File: src/rtl/spawn_pred_pkg.sv
package spawn_pred_pkg;
  typedef enum logic {
    UPD_DONE = 1'b0,
    UPD_HARD = 1'b1
  } upd_kind_e;
endpackage

File: src/rtl/spawn_pred_ctr.sv
module spawn_pred_ctr #(
  parameter int CNT_W = 2
) (
  input  logic             clk_i,
  input  logic             rst_ni,
  input  logic             inc_i,
  input  logic             dec_i,
  output logic [CNT_W-1:0] cnt_o
);
  localparam logic [CNT_W-1:0] CNT_MAX  = '1;
  localparam logic [CNT_W-1:0] CNT_INIT = CNT_W'(1) << (CNT_W - 1);

  logic [CNT_W-1:0] cnt_q;

  always_ff @(posedge clk_i or negedge rst_ni) begin
    if (!rst_ni)                      cnt_q <= CNT_INIT;
    else if (inc_i && cnt_q != CNT_MAX) cnt_q <= cnt_q + 1'b1;
    else if (dec_i && cnt_q != '0)      cnt_q <= cnt_q - 1'b1;
  end

  assign cnt_o = cnt_q;

  AST_CTR_SAT_HIGH: assert property (@(posedge clk_i) disable iff (!rst_ni)
    (inc_i && cnt_q == CNT_MAX) |=> cnt_q == CNT_MAX);
  AST_CTR_STEP_UP: assert property (@(posedge clk_i) disable iff (!rst_ni)
    (inc_i && cnt_q != CNT_MAX) |=> cnt_q == $past(cnt_q) + 1'b1);
  AST_CTR_SAT_LOW: assert property (@(posedge clk_i) disable iff (!rst_ni)
    (dec_i && !inc_i && cnt_q == '0) |=> cnt_q == '0);
  AST_CTR_STEP_DN: assert property (@(posedge clk_i) disable iff (!rst_ni)
    (dec_i && !inc_i && cnt_q != '0) |=> cnt_q == $past(cnt_q) - 1'b1);
  AST_CTR_HOLD: assert property (@(posedge clk_i) disable iff (!rst_ni)
    (!inc_i && !dec_i) |=> $stable(cnt_q));
endmodule

File: src/rtl/spawn_pred_bank.sv
module spawn_pred_bank
  import spawn_pred_pkg::*;
#(
  parameter int NUM_TYPES = 16,
  parameter int CNT_W     = 2,
  parameter int TYPE_W    = $clog2(NUM_TYPES)
) (
  input  logic                 clk_i,
  input  logic                 rst_ni,
  input  logic                 upd_valid_i,
  input  logic [TYPE_W-1:0]    upd_type_i,
  input  upd_kind_e            upd_kind_i,
  output logic [NUM_TYPES-1:0] msb_o
);
  logic [NUM_TYPES-1:0] inc, dec;

  for (genvar g = 0; g < NUM_TYPES; g++) begin : g_ctr
    logic [CNT_W-1:0] cnt;
    logic             hit;
    assign hit    = upd_valid_i && (upd_type_i == TYPE_W'(g));
    assign inc[g] = hit && (upd_kind_i == UPD_DONE);
    assign dec[g] = hit && (upd_kind_i == UPD_HARD);

    spawn_pred_ctr #(.CNT_W(CNT_W)) u_ctr (
      .clk_i (clk_i),
      .rst_ni(rst_ni),
      .inc_i (inc[g]),
      .dec_i (dec[g]),
      .cnt_o (cnt)
    );
    assign msb_o[g] = cnt[CNT_W-1];
  end

  AST_ONE_TARGET: assert property (@(posedge clk_i) disable iff (!rst_ni)
    upd_valid_i |-> $countones(inc | dec) == 1);
endmodule

File: src/rtl/spawn_pred_lookup.sv
module spawn_pred_lookup #(
  parameter int NUM_TYPES = 16,
  parameter int TYPE_W    = $clog2(NUM_TYPES)
) (
  input  logic                 clk_i,
  input  logic                 rst_ni,
  input  logic                 lookup_valid_i,
  input  logic [TYPE_W-1:0]    lookup_type_i,
  input  logic [NUM_TYPES-1:0] msb_i,
  input  logic [NUM_TYPES-1:0] en_i,
  output logic                 valid_o,
  output logic                 spawn_o
);
  logic valid_q, spawn_q;

  always_ff @(posedge clk_i or negedge rst_ni) begin
    if (!rst_ni) begin
      valid_q <= 1'b0;
      spawn_q <= 1'b0;
    end else begin
      valid_q <= lookup_valid_i;
      spawn_q <= lookup_valid_i && msb_i[lookup_type_i] && en_i[lookup_type_i];
    end
  end

  assign valid_o = valid_q;
  assign spawn_o = spawn_q;

  AST_VALID_NEXT: assert property (@(posedge clk_i) disable iff (!rst_ni)
    lookup_valid_i |=> valid_o);
  AST_VALID_DROP: assert property (@(posedge clk_i) disable iff (!rst_ni)
    !lookup_valid_i |=> !valid_o);
  AST_LOW_CONF: assert property (@(posedge clk_i) disable iff (!rst_ni)
    (lookup_valid_i && !msb_i[lookup_type_i]) |=> !spawn_o);
  AST_MASK_FORCE: assert property (@(posedge clk_i) disable iff (!rst_ni)
    (lookup_valid_i && !en_i[lookup_type_i]) |=> !spawn_o);
  AST_IDLE_QUIET: assert property (@(posedge clk_i) disable iff (!rst_ni)
    !valid_o |-> !spawn_o);
endmodule

File: src/rtl/spawn_pred.sv
module spawn_pred
  import spawn_pred_pkg::*;
#(
  parameter int NUM_TYPES = 16,
  parameter int CNT_W     = 2,
  parameter int TYPE_W    = $clog2(NUM_TYPES)
) (
  input  logic                 clk_i,
  input  logic                 rst_ni,
  input  logic                 lookup_valid_i,
  input  logic [TYPE_W-1:0]    lookup_type_i,
  input  logic                 upd_valid_i,
  input  logic [TYPE_W-1:0]    upd_type_i,
  input  logic                 upd_hard_i,
  input  logic [NUM_TYPES-1:0] en_mask_i,
  output logic                 pred_valid_o,
  output logic                 pred_spawn_o
);
  logic [NUM_TYPES-1:0] msb;
  upd_kind_e            upd_kind;

  assign upd_kind = upd_hard_i ? UPD_HARD : UPD_DONE;

  spawn_pred_bank #(.NUM_TYPES(NUM_TYPES), .CNT_W(CNT_W), .TYPE_W(TYPE_W)) u_bank (
    .clk_i      (clk_i),
    .rst_ni     (rst_ni),
    .upd_valid_i(upd_valid_i),
    .upd_type_i (upd_type_i),
    .upd_kind_i (upd_kind),
    .msb_o      (msb)
  );

  spawn_pred_lookup #(.NUM_TYPES(NUM_TYPES), .TYPE_W(TYPE_W)) u_lookup (
    .clk_i         (clk_i),
    .rst_ni        (rst_ni),
    .lookup_valid_i(lookup_valid_i),
    .lookup_type_i (lookup_type_i),
    .msb_i         (msb),
    .en_i          (en_mask_i),
    .valid_o       (pred_valid_o),
    .spawn_o       (pred_spawn_o)
  );
endmodule

File: config.mk
export PLATFORM = sky130hd
export DESIGN_NAME = spawn_pred
export DESIGN_NICKNAME = d
export VERILOG_FILES = /design/src/rtl/spawn_pred_pkg.sv /design/src/rtl/spawn_pred_ctr.sv /design/src/rtl/spawn_pred_bank.sv /design/src/rtl/spawn_pred_lookup.sv /design/src/rtl/spawn_pred.sv
export SDC_FILE = /design/constraint.sdc
export NUM_CORES = 1
export LEC_CHECK = 0
export BUFFER_PORTS_ARGS = -buffer_cell sky130_fd_sc_hd__buf_2
export CAP_MARGIN = 20
export CORE_AREA = 2 2 71 73
export CTS_CLUSTER_SIZE = 16
export DETAILED_ROUTE_END_ITERATION = 8
export DIE_AREA = 0 0 73 75
export GPL_ROUTABILITY_DRIVEN = 1
export HOLD_SLACK_MARGIN = 0.1
export SLEW_MARGIN = 10
export SYNTH_ARGS = -nofsm -noshare
export SYNTH_HDL_FRONTEND = slang
export SYNTH_SLANG_ARGS = --single-unit
File: constraint.sdc
create_clock -name clk_i -period 1.7 [get_ports clk_i]
set_input_delay 0.34 -clock clk_i [delete_from_list [all_inputs] [get_ports clk_i]]
set_output_delay 0.34 -clock clk_i [all_outputs]
set_load 0.005 [all_outputs]
Word level (Yosys, flattened, before mapping)
Index checks and enable logic that the tools add are counted.
{"block": "classes", "add_sub_neg": 32, "n_lt_le_gt_ge": 1, "eq_ne": 31, "muxes": 37, "n_bitwise": 1, "n_reduce_logical": 115}
{"operator": "1-bit logical AND", "count": 82}
{"operator": "2-bit 2-to-1 mux", "count": 32}
{"operator": "2-bit nonzero test", "count": 32}
{"operator": "2-bit by 1-bit adder with 2-bit output, second input constant", "count": 16}
{"operator": "4-bit == test, second input constant", "count": 8}
{"operator": "2-bit != test, second input constant", "count": 16}
{"operator": "2-bit by 1-bit subtractor with 2-bit output, second input constant", "count": 16}
{"operator": "4-bit by 3-bit == test with 1-bit output, second input constant", "count": 4}
{"operator": "1-bit binary-select mux with 4-bit select", "count": 2}
{"operator": "4-bit by 2-bit == test with 1-bit output, second input constant", "count": 2}
{"operator": "4-bit by 5-bit less-than comparator with 1-bit output, second input constant", "count": 1}
{"operator": "4-bit by 1-bit == test with 1-bit output, second input constant", "count": 1}
{"operator": "4-bit logical NOT", "count": 1}
{"operator": "1-bit 2-to-1 mux", "count": 3}
{"operator": "1-bit inverter", "count": 1}
{"block": "totals", "reg_bits": 34, "input_bits": 29}

Longest topological paths before layout
Gate-level depths: netlist of run 1.
{"block": "logic_depth", "word_depth": 6, "ltp_mapped": 6}

Modules after synthesis
A second synthesis of run 1 with hierarchy kept.
{"block": "hier_totals", "cells_unflattened": 227, "hier_area_um2": 1975.6}
{"module": "spawn_pred_ctr", "n_inst": 16, "cells_each": 9, "area_each_um2": 93.8, "seq_area_each_um2": 51.3}
{"module": "spawn_pred_lookup", "n_inst": 1, "cells_each": 36, "area_each_um2": 244.0, "seq_area_each_um2": 50.0}
{"module": "spawn_pred_bank", "n_inst": 1, "cells_each": 47, "area_each_um2": 230.2, "seq_area_each_um2": 0.0}

Worst setup path before layout of run 1
Ideal clock, no wire load.
{"block": "synth_timing", "path_type": "register to register", "from": "register u_bank.g_ctr[0].u_ctr.cnt_q[1]", "to": "register u_lookup.spawn_q (netlist: u_lookup.spawn_o)", "setup_ps": 90, "arrival_time_ps": 1165, "required_time_ps": 1610, "path_slack_ps": 445, "stages_incl_launch_ff": 5, "path_buffers": 0, "cell_sequence": "dfstp_2 -> nand3b_1 -> a2111oi_0 -> o41ai_1 -> o221ai_1"}
{"block": "synth_via", "elab_chain_len": 4}
{"element": "start: declaration", "line_no": "spawn_pred_ctr.sv:13", "text": "logic [CNT_W-1:0] cnt_q;"}
{"element": "start signal: assignment", "line_no": "spawn_pred_ctr.sv:17", "text": "else if (inc_i && cnt_q != CNT_MAX) cnt_q <= cnt_q + 1'b1;"}
{"element": "start signal: assignment", "line_no": "spawn_pred_ctr.sv:18", "text": "else if (dec_i && cnt_q != '0) cnt_q <= cnt_q - 1'b1;"}
{"element": "1-bit binary-select mux with 4-bit select", "line_no": "spawn_pred_lookup.sv:22", "text": "spawn_q <= lookup_valid_i && msb_i[lookup_type_i] && en_i[lookup_type_i];"}
{"element": "1-bit 2-to-1 mux (not written as such)", "line_no": "spawn_pred_lookup.sv:22"}
{"element": "1-bit logical AND (2 in a row)", "line_no": "spawn_pred_lookup.sv:22"}
{"element": "end signal: assignment", "line_no": "spawn_pred_lookup.sv:22"}
{"element": "end: declaration", "line_no": "spawn_pred_lookup.sv:14", "text": "logic valid_q, spawn_q;"}
Every way passes these cells. The select of a mux whose other input is x is not followed.
A chain may end at the register's enable or synchronous reset.

Final worst setup path of run 1
Same ends and word-level chain as after synthesis.

==> results of run 1 <==
## cells by family after synthesis
kind of cell | after synthesis
simple gates | 103
flops | 34
mux | 1
compound gates | 78
buf+inv | 20
## per-stage QoR
step                      hold WS [ns]  utilization  setup WS, ns  total power (W)
after floorplan                 0.0444            -         0.445          0.00117
after global placement           0.319        0.482         0.195          0.00128
after detailed placement         0.316        0.482         0.152          0.00128
after CTS                        0.203        0.504         0.250          0.00193
after global routing             0.224        0.504         0.140          0.00201
final                            0.215        0.504         0.283          0.00191
## state kept, by name, indices dropped and copies added (netlist names)
signal	cells
u_bank.g_ctr.u_ctr.cnt_o	32
u_lookup.spawn_o	1
u_lookup.valid_o	1
## placed cells by master, fill, tap and decap left out, drive strengths merged, types with 2 or more instances in the layout
| master | n |
|---|---|
| a2111oi | 4 |
| a31oi | 11 |
| a221o | 2 |
| nor3b | 4 |
| a21oi | 18 |
| nand3b | 6 |
| clkbuf | 7 |
| o21ai | 26 |
| nand2 | 19 |
| nor2 | 25 |
| dfstp | 16 |
| nand3 | 26 |
| nor2b | 11 |
| nand4 | 2 |
| inv | 5 |
| nor3 | 3 |
| and3b | 2 |
| o31ai | 11 |
| dfrtp | 18 |
| buf | 40 |
| or3 | 2 |
| o211ai | 2 |
## final cells by class
cell class / count / share of cell area
repair buffers: 41 / 0.105
clock buffers: 7 / 0.0367
clock inverters: 1 / 0.00213
multi-input cells: 182 / 0.448
inverters: 5 / 0.00799
well taps: 54 / 0.0288
flip-flops and latches: 34 / 0.371
## cells in the mapped netlist, types with 4 or more instances
cell type / number / share of area
dfstp_2: 16 / 0.20
nor2b_1: 11 / 0.033
nand3b_1: 6 / 0.022
nor2_1: 24 / 0.044
a21oi_1: 18 / 0.044
o21ai_1: 15 / 0.036
inv_1: 4 / 0.0073
a31oi_1: 11 / 0.033
o31ai_1: 10 / 0.036
o21ai_0: 10 / 0.024
nand3_1: 26 / 0.063
buf_2: 4 / 0.0097
buf_6: 6 / 0.033
nand2_1: 16 / 0.029
dfrtp_1: 18 / 0.22
## how the worst max path moves through the flow
stage,startpoint,to,slack [ns],cells after the start
after floorplan,u_bank.g_ctr[0].u_ctr.cnt_o[1],u_lookup.spawn_o,0.44,4
after global placement,lookup_type_i[0],u_lookup.spawn_o,0.19,5
after global routing,u_bank.g_ctr[0].u_ctr.cnt_o[1],u_lookup.spawn_o,0.14,4
after detailed placement,lookup_type_i[1],u_lookup.spawn_o,0.15,5
after CTS,u_bank.g_ctr[0].u_ctr.cnt_o[1],u_lookup.spawn_o,0.25,4
final,u_bank.g_ctr[0].u_ctr.cnt_o[1],u_lookup.spawn_o,0.28,4
## worst max-delay path, stage by stage (launching register included)
cell,delay (ns)
dfstp_2,0.57
nand3b_1,0.08
a2111oi_0,0.43
o41ai_1,0.15
o221ai_1,0.10
## layer usage
metal,vias to the layer above,track usage,wire (µm)
li1,936,-,-
met1,888,0.287,2430
met2,45,0.325,2370
met3,4,0.0428,257
met4,0,0.0617,36
met5,-,0,0
## report_power, final
group	internal [W]	total, W	switching, W
Sequential	0.000895	0.000960	0.0000649
Combinational	0.000134	0.000313	0.000180
Clock	0.000327	0.000633	0.000306
==> metrics.cfg, run 1 <==
[status]
status=finished clean

[worst_setup_path]
cp.required_ns=1.89
startpoint_type=register
rr_endpoint=u_lookup.spawn_o
crit_arrival_ns=1.61
reg2reg_depth=4
criticalPathCategory=reg2reg
timing.rr.start=u_bank.g_ctr[0].u_ctr.cnt_o[1]
worst-path-max-fanout=5
crit_path_end_kind=register
r2r_setup_slack_ns=0.28

[layout]
final_area_um2=2350
multiInputGateArea_um2=1050
n_fill_cell=460
layout-drive-gt1-share=0.274
diodes=0
ff_latch_area_um2=871
syn2layout_area_growth_pct=14.2
finalNetCount=298
instances_no_fill=324

[synth]
ys_types=44
synthXorXnorAreaFrac=0
synth_warnings=0
synth_compound_gate_area_share=0.241
syn_avg_cell_area_um2=8.72
synthMuxAreaShare=0.00487
synth_ff_type=dfrtp_1
async_flop_share=1.00
ys_seq_area_frac=0.423
synth_area_um2=2060
synthAdderAreaFrac=0
synth_top_family_by_area=simple AND/OR/NAND/NOR gates
synth_seq_cells=34
synth_nets=265
synth-edff-count=0
yosys.area_share.simple=0.266
syn_inst=236

[pwr]
irDropWorstVdd_uv=451
powerDensity_nw_per_um2=811
leakage_nw=0.908

[global_routing]
antenna_found_initial=0
track_usage=0.206
gr-total-overflow=0
grt_pass1_wl_mm=8.48
grt_max_degree=35
grt_pass1_vias=1749

[placement]
place_inst=315
dpl_cell_area_um2=2250
routabilityCongestion=0.795
dp_hpwl_mm=3.54
port_buffers=30

[clock_network]
insertion_delay_ns=0.29
clock_path_buffers=2
cts.clk_slew.worst_paths_ns=0.07
root_buffer=clkbuf_8
cts_buffers=5
cts_tree=done
cts_resized=0
htree_levels=2
cts_setup_buffers=0
hold_buffers=1
cts.sinks=34

[floorplanning]
fp.dieArea_um2=5480
die_w_um=73
num_rows=25
initial_core_util=0.441
chipHeight_um=75
core_um2=4660
io-pin-count=31

[worst_hold_path]
hold_path_end=u_lookup.valid_o
min_path_cells=1
hp-class=in2reg
hp-start=lookup_valid_i

[job]
maxCapViolCount=0

[timing]
max_freq_ghz=0.706
worst_slew_pin_slew_ns=0.445
period_share=0.834
fin_skew_ns=0.00359
slew_violations=0
fin_crit_ns=1.42
max-slew-margin-rel=0.703
final-setup-viol-count=0
hold_viol=0
tns_ns=0
rsz0062_at_grt=no

[drt]
vias=1873
dr.pass1.iters=4
drc=0
wl_per_cell_um=15.7
routed_via_density=5.78
drt_iter0_drc=131
routed_wl_mm=5.09
ant_nets=0

Note: power is estimated with default switching activity, not from simulation.
==> inputs of run 2 (changes only) <==
==> constraint.sdc (replaced) <==
create_clock -name clk_i -period 1.5 [get_ports clk_i]
set_input_delay 0.3 -clock clk_i [delete_from_list [all_inputs] [get_ports clk_i]]
set_output_delay 0.3 -clock clk_i [all_outputs]
set_load 0.005 [all_outputs]
==> run 2 against run 1 <==
Effect of this change: die area stayed put; hold slack worse by 0.051 ns; wire length is 2.9% lower; maximum frequency is 2.4% lower; count of clock-buffer cells in the layout is 2 lower; total power is 20% higher; global-route usage is 1.2 points lower; combinational power is 18% higher; flip-flop and latch count stayed put; clock power is 32% higher; sequential power is 14% higher.
==> metrics.cfg, run 2 (synthesis results as in run 1) <==
[pwr]
intPower_w=0.00167
powerDensity_nw_per_um2=948
pwr-share-comb=0.161
p_switching_w=0.000622
power_w=0.00229
pwr-share-seq=0.475
p_sw_frac=0.272
p_clk_frac=0.364
leakage_nw=0.939
irDropWorstVdd_uv=462

[global_routing]
grt_pass1_wl_mm=8.05
gr-total-overflow=0
track_usage=0.194
grt_pass1_vias=1634
antenna_found_initial=0
grt_max_degree=22

[floorplanning]
chipHeight_um=75
num_rows=25
io-pin-count=31
initial_core_util=0.441
core_um2=4660
fp.dieArea_um2=5480
die_w_um=73

[drt]
ant_nets=0
routed_via_density=5.65
drt_iter0_drc=152
drc=0
routed_wl_mm=4.94
vias=1846
dr.pass1.iters=4
wl_per_cell_um=15.1

[clock_network]
root_buffer=clkbuf_8
cts_resized=0
cts_buffers=5
htree_levels=2
insertion_delay_ns=0.29
clock_path_buffers=2
cts.sinks=34
hold_buffers=1
cts_setup_buffers=0
cts_tree=done
cts.clk_slew.worst_paths_ns=0.07

[worst_hold_path]
hp-class=in2reg
hold_path_end=u_lookup.valid_o
min_path_cells=1
hp-start=lookup_valid_i

[worst_setup_path]
cp_top_family=compound AO/OA/AOI/OAI gates
worst-path-max-fanout=5
startpoint_type=register
r2r_setup_slack_ns=0.05
crit_buf_inv=0
reg2reg_depth=4
crit_arrival_ns=1.65
rr_endpoint=u_lookup.spawn_o
criticalPathCategory=reg2reg
timing.rr.start=u_bank.g_ctr[0].u_ctr.cnt_o[1]
critPathMaxStageDelay_ns=0.56
cp.required_ns=1.70
crit_path_end_kind=register
cp_cell_sequence=nand3b_1 > a2111oi_0 > o41ai_1 > o221ai_1
cpMaxStageDelayCell=dfstp_2

[layout]
finalNetCount=301
n_fill_cell=455
final_util=0.518
diodes=0
multiInputGateArea_um2=1050
largest_reg_flops=32
final_cell_mix=30 x buf_2, 26 x nand3_1, 24 x nor2_1
ff_latch_area_um2=871
syn2layout_area_growth_pct=17.4
layout.cells.most_common=buf_2
layout-drive-gt1-share=0.286

[placement]
port_buffers=30
dp_hpwl_mm=3.65
routabilityCongestion=0.797

[timing]
worst_slew_pin_slew_ns=0.479
hold_viol=0
period_share=0.968
rsz0062_at_grt=no
slew_violations=0
max-slew-margin-rel=0.673
hold_slack_ns=0.165
fin_crit_ns=1.45
final-setup-viol-count=0
tns_ns=0
max_freq_ghz=0.689
fin_skew_ns=0.00386

[job]
maxCapViolCount=0

[status]
status=finished clean

run 2: changes by cell type in the layout (fill, tap and decap cells not counted):
cell | before | now
buf_12 | 1 | 3
buf_4 | 9 | 10
bufinv_16 | 0 | 1
clkbuf_1 | 1 | 0
clkbuf_8 | 6 | 5
clkinv_2 | 1 | 2
run 2: through the flow:
step | instance area, µm² | std cells | setup slack (ns)
2_1_floorplan | 2060 | 236 | 0.245
4_1_cts | 2410 | 327 | 0.0476
6_report | 2410 | 327 | 0.0478
3_5_place_dp | 2300 | 318 | 0.0173
5_1_grt | 2410 | 327 | 0.00934
3_3_place_gp | 2300 | 318 | 0.0934
run 2: worst max-delay path by stage:
| stage | startpoint | cells after the start | slack (ns) | to |
|---|---|---|---|---|
| final | u_bank.g_ctr[0].u_ctr.cnt_o[1] | 4 | 0.05 | u_lookup.spawn_o |
| after global routing | u_bank.g_ctr[0].u_ctr.cnt_o[1] | 4 | 0.009 | u_lookup.spawn_o |
| after CTS | u_bank.g_ctr[0].u_ctr.cnt_o[1] | 4 | 0.05 | u_lookup.spawn_o |
| after detailed placement | upd_type_i[1] | 5 | 0.02 | u_bank.g_ctr[10].u_ctr.cnt_o[0] |
| after global placement | lookup_type_i[1] | 5 | 0.09 | u_lookup.spawn_o |
| after floorplan | u_bank.g_ctr[0].u_ctr.cnt_o[1] | 4 | 0.24 | u_lookup.spawn_o |
run 2: final cells by class:
| type | count | share of cell area |
|---|---|---|
| multi-input combinational | 182 | 0.436 |
| sequential | 34 | 0.361 |
| timing repair buffer | 44 | 0.122 |
| clock buffer | 5 | 0.0285 |
| tap | 54 | 0.0280 |
| clock inverter | 3 | 0.0166 |
| inverter | 5 | 0.00777 |
run 2: metal layers:
layer  track usage  wire (µm)  vias up
li1              -          -      941
met5             0          0        -
met4        0.0720         79        0
met2         0.291       2260       34
met3        0.0428        191        9
met1         0.275       2420      862
run 2: power by group through the flow:
| stage | Sequential, W | Combinational (W) | Clock, W |
|---|---|---|---|
| after global routing | 0.00110 | 0.000420 | 0.000894 |
| final | 0.00109 | 0.000369 | 0.000833 |
| after global placement | 0.00110 | 0.000363 | 0 |
| after CTS | 0.00109 | 0.000374 | 0.000858 |
| after detailed placement | 0.00110 | 0.000371 | 0 |
| after floorplan | 0.00108 | 0.000240 | 0 |
==> inputs of run 3 (changes only) <==
==> constraint.sdc (replaced) <==
create_clock -name clk_i -period 1.5 [get_ports clk_i]
set_input_delay 0.15 -clock clk_i [delete_from_list [all_inputs] [get_ports clk_i]]
set_output_delay 0.15 -clock clk_i [all_outputs]
set_load 0.005 [all_outputs]
==> run 3 against run 2 <==
Effect of this change: flip-flop and latch count unchanged; clock power increased by 1%; via count increased by 0.27%; worst setup slack improved by 0.071 ns; count of clock-buffer cells in the layout unchanged; die area unchanged; hold slack improved by 0.056 ns; wire length increased by 0.63%; register-to-register slack improved by 0.07 ns.
==> metrics.cfg, run 3 (synthesis results as in run 1) <==
[global_routing]
antenna_found_initial=0
track_usage=0.197
grt_pass1_wl_mm=8.22
grt_pass1_vias=1665
grt_max_degree=20
gr-total-overflow=0

[timing]
tns_ns=0
max_freq_ghz=0.724
hold_viol=0
slew_violations=0
fin_skew_ns=0.0106
final-setup-viol-count=0
max-slew-margin-rel=0.697
rsz0062_at_grt=no
worst_slew_pin_slew_ns=0.454
period_share=0.921
fin_crit_ns=1.38

[worst_setup_path]
cp.required_ns=1.70
timing.rr.start=u_bank.g_ctr[4].u_ctr.cnt_o[1]
startpoint_type=register
rr_endpoint=u_lookup.spawn_o
reg2reg_depth=4
crit_arrival_ns=1.58
worst-path-max-fanout=5
crit_path_end_kind=register
criticalPathCategory=reg2reg
r2r_setup_slack_ns=0.12
startpoint=u_bank.g_ctr[4].u_ctr.cnt_o[1]
worstSetupEndpoint=u_lookup.spawn_o

[drt]
routed_via_density=5.70
dr.pass1.iters=4
routed_wl_mm=4.98
ant_nets=0
drt_iter0_drc=136
drc=0
wl_per_cell_um=15.3
vias=1851

[layout]
final_util=0.512
ff_latch_area_um2=871
layout-drive-gt1-share=0.280
syn2layout_area_growth_pct=15.9
instances_no_fill=325
finalNetCount=299
largest_reg_flops=32
diodes=0
layout.cells.most_common=buf_2
multiInputGateArea_um2=1060
final_cell_mix=30 x buf_2, 26 x nand3_1, 24 x nor2_1
n_fill_cell=433

[clock_network]
cts_buffers=5
clock_path_buffers=2
cts.sinks=34
htree_levels=2
cts.clk_slew.worst_paths_ns=0.08
cts_tree=done
insertion_delay_ns=0.29
root_buffer=clkbuf_8

[floorplanning]
core_um2=4660
initial_core_util=0.441
fp.dieArea_um2=5480
num_rows=25
die_w_um=73
io-pin-count=31
chipHeight_um=75

[status]
status=finished clean

[worst_hold_path]
hp-class=in2reg

[pwr]
powerDensity_nw_per_um2=960
irDropWorstVdd_uv=610
leakage_nw=0.922

[placement]
port_buffers=30
dp_hpwl_mm=3.64
routabilityCongestion=0.849
place_inst=315

[job]
maxCapViolCount=0

-- run 3: cell count changes in the layout (fill, tap and decap cells not counted) --
cell,before,now
a2111oi_0,2,0
buf_12,3,1
a2111oi_1,1,2
a2111oi_2,1,2
buf_4,10,9
dlygate4sd3_1,1,2
-- run 3: worst min-delay path by stage --
stage                      from                             end  slack (ns)  cells after the start
2_1_floorplan            rst_ni  u_bank.g_ctr[0].u_ctr.cnt_o[0]       -0.15                      0
3_3_place_gp             rst_ni  u_bank.g_ctr[0].u_ctr.cnt_o[0]        0.12                      1
3_5_place_dp             rst_ni  u_bank.g_ctr[0].u_ctr.cnt_o[0]        0.12                      1
4_1_cts        lookup_type_i[3]                u_lookup.spawn_o        0.21                      3
5_1_grt        lookup_type_i[3]                u_lookup.spawn_o        0.24                      3
6_report       lookup_type_i[3]                u_lookup.spawn_o        0.22                      3
-- run 3: power breakdown --
| part | total [W] | leakage (nW) | internal (W) | switching, W |
|---|---|---|---|---|
| combinational | 0.000361 | 0.473 | 0.000154 | 0.000208 |
| sequential | 0.00109 | 0.391 | 0.00101 | 0.0000711 |
| clock | 0.000842 | 0.0579 | 0.000489 | 0.000353 |
| total | 0.00229 | 0.922 | 0.00166 | 0.000632 |
-- run 3: metrics by stage --
stage | worst slack (ns) | hold slack, ns | instance area, µm² | total power [W]
after floorplan | 0.245 | -0.146 | 2060 | 0.00132
after global placement | 0.0758 | 0.123 | 2250 | 0.00145
after detailed placement | 0.0806 | 0.124 | 2250 | 0.00146
after CTS | 0.0646 | 0.215 | 2380 | 0.00230
after global routing | 0.0455 | 0.237 | 2380 | 0.00240
final | 0.119 | 0.221 | 2380 | 0.00229
-- run 3: metal layers --
metal  vias to the layer above  GRT usage  wire, µm
met1                       868      0.283      2470
met4                         0     0.0617        51
li1                        938          -         -
met5                         -          0         0
met3                         5     0.0295       201
met2                        40      0.309      2250
-- run 3: what timing repair did --
action | in CTS | in global routing
gates resized for setup | 0 | 3
endpoints found under the setup margin | 0 | 1
endpoints found under the hold margin | 9 | 0
hold buffers | 2 | 0
buffers inserted | 0 | 0
-- run 3: worst max-delay path, cell delays in order, from the launching register on --
cell       delay (ns)
dfstp_2          0.57
nand3b_1         0.09
a2111oi_1        0.45
o41ai_1          0.11
o221ai_1         0.08
-- run 3: area by class of cell --
class	count	share of cell area
clock buffers	5	0.0289
multi-input cells	182	0.445
flip-flops and latches	34	0.365
repair buffers	42	0.108
clock inverters	3	0.0168
inverters	5	0.00787
well taps	54	0.0283
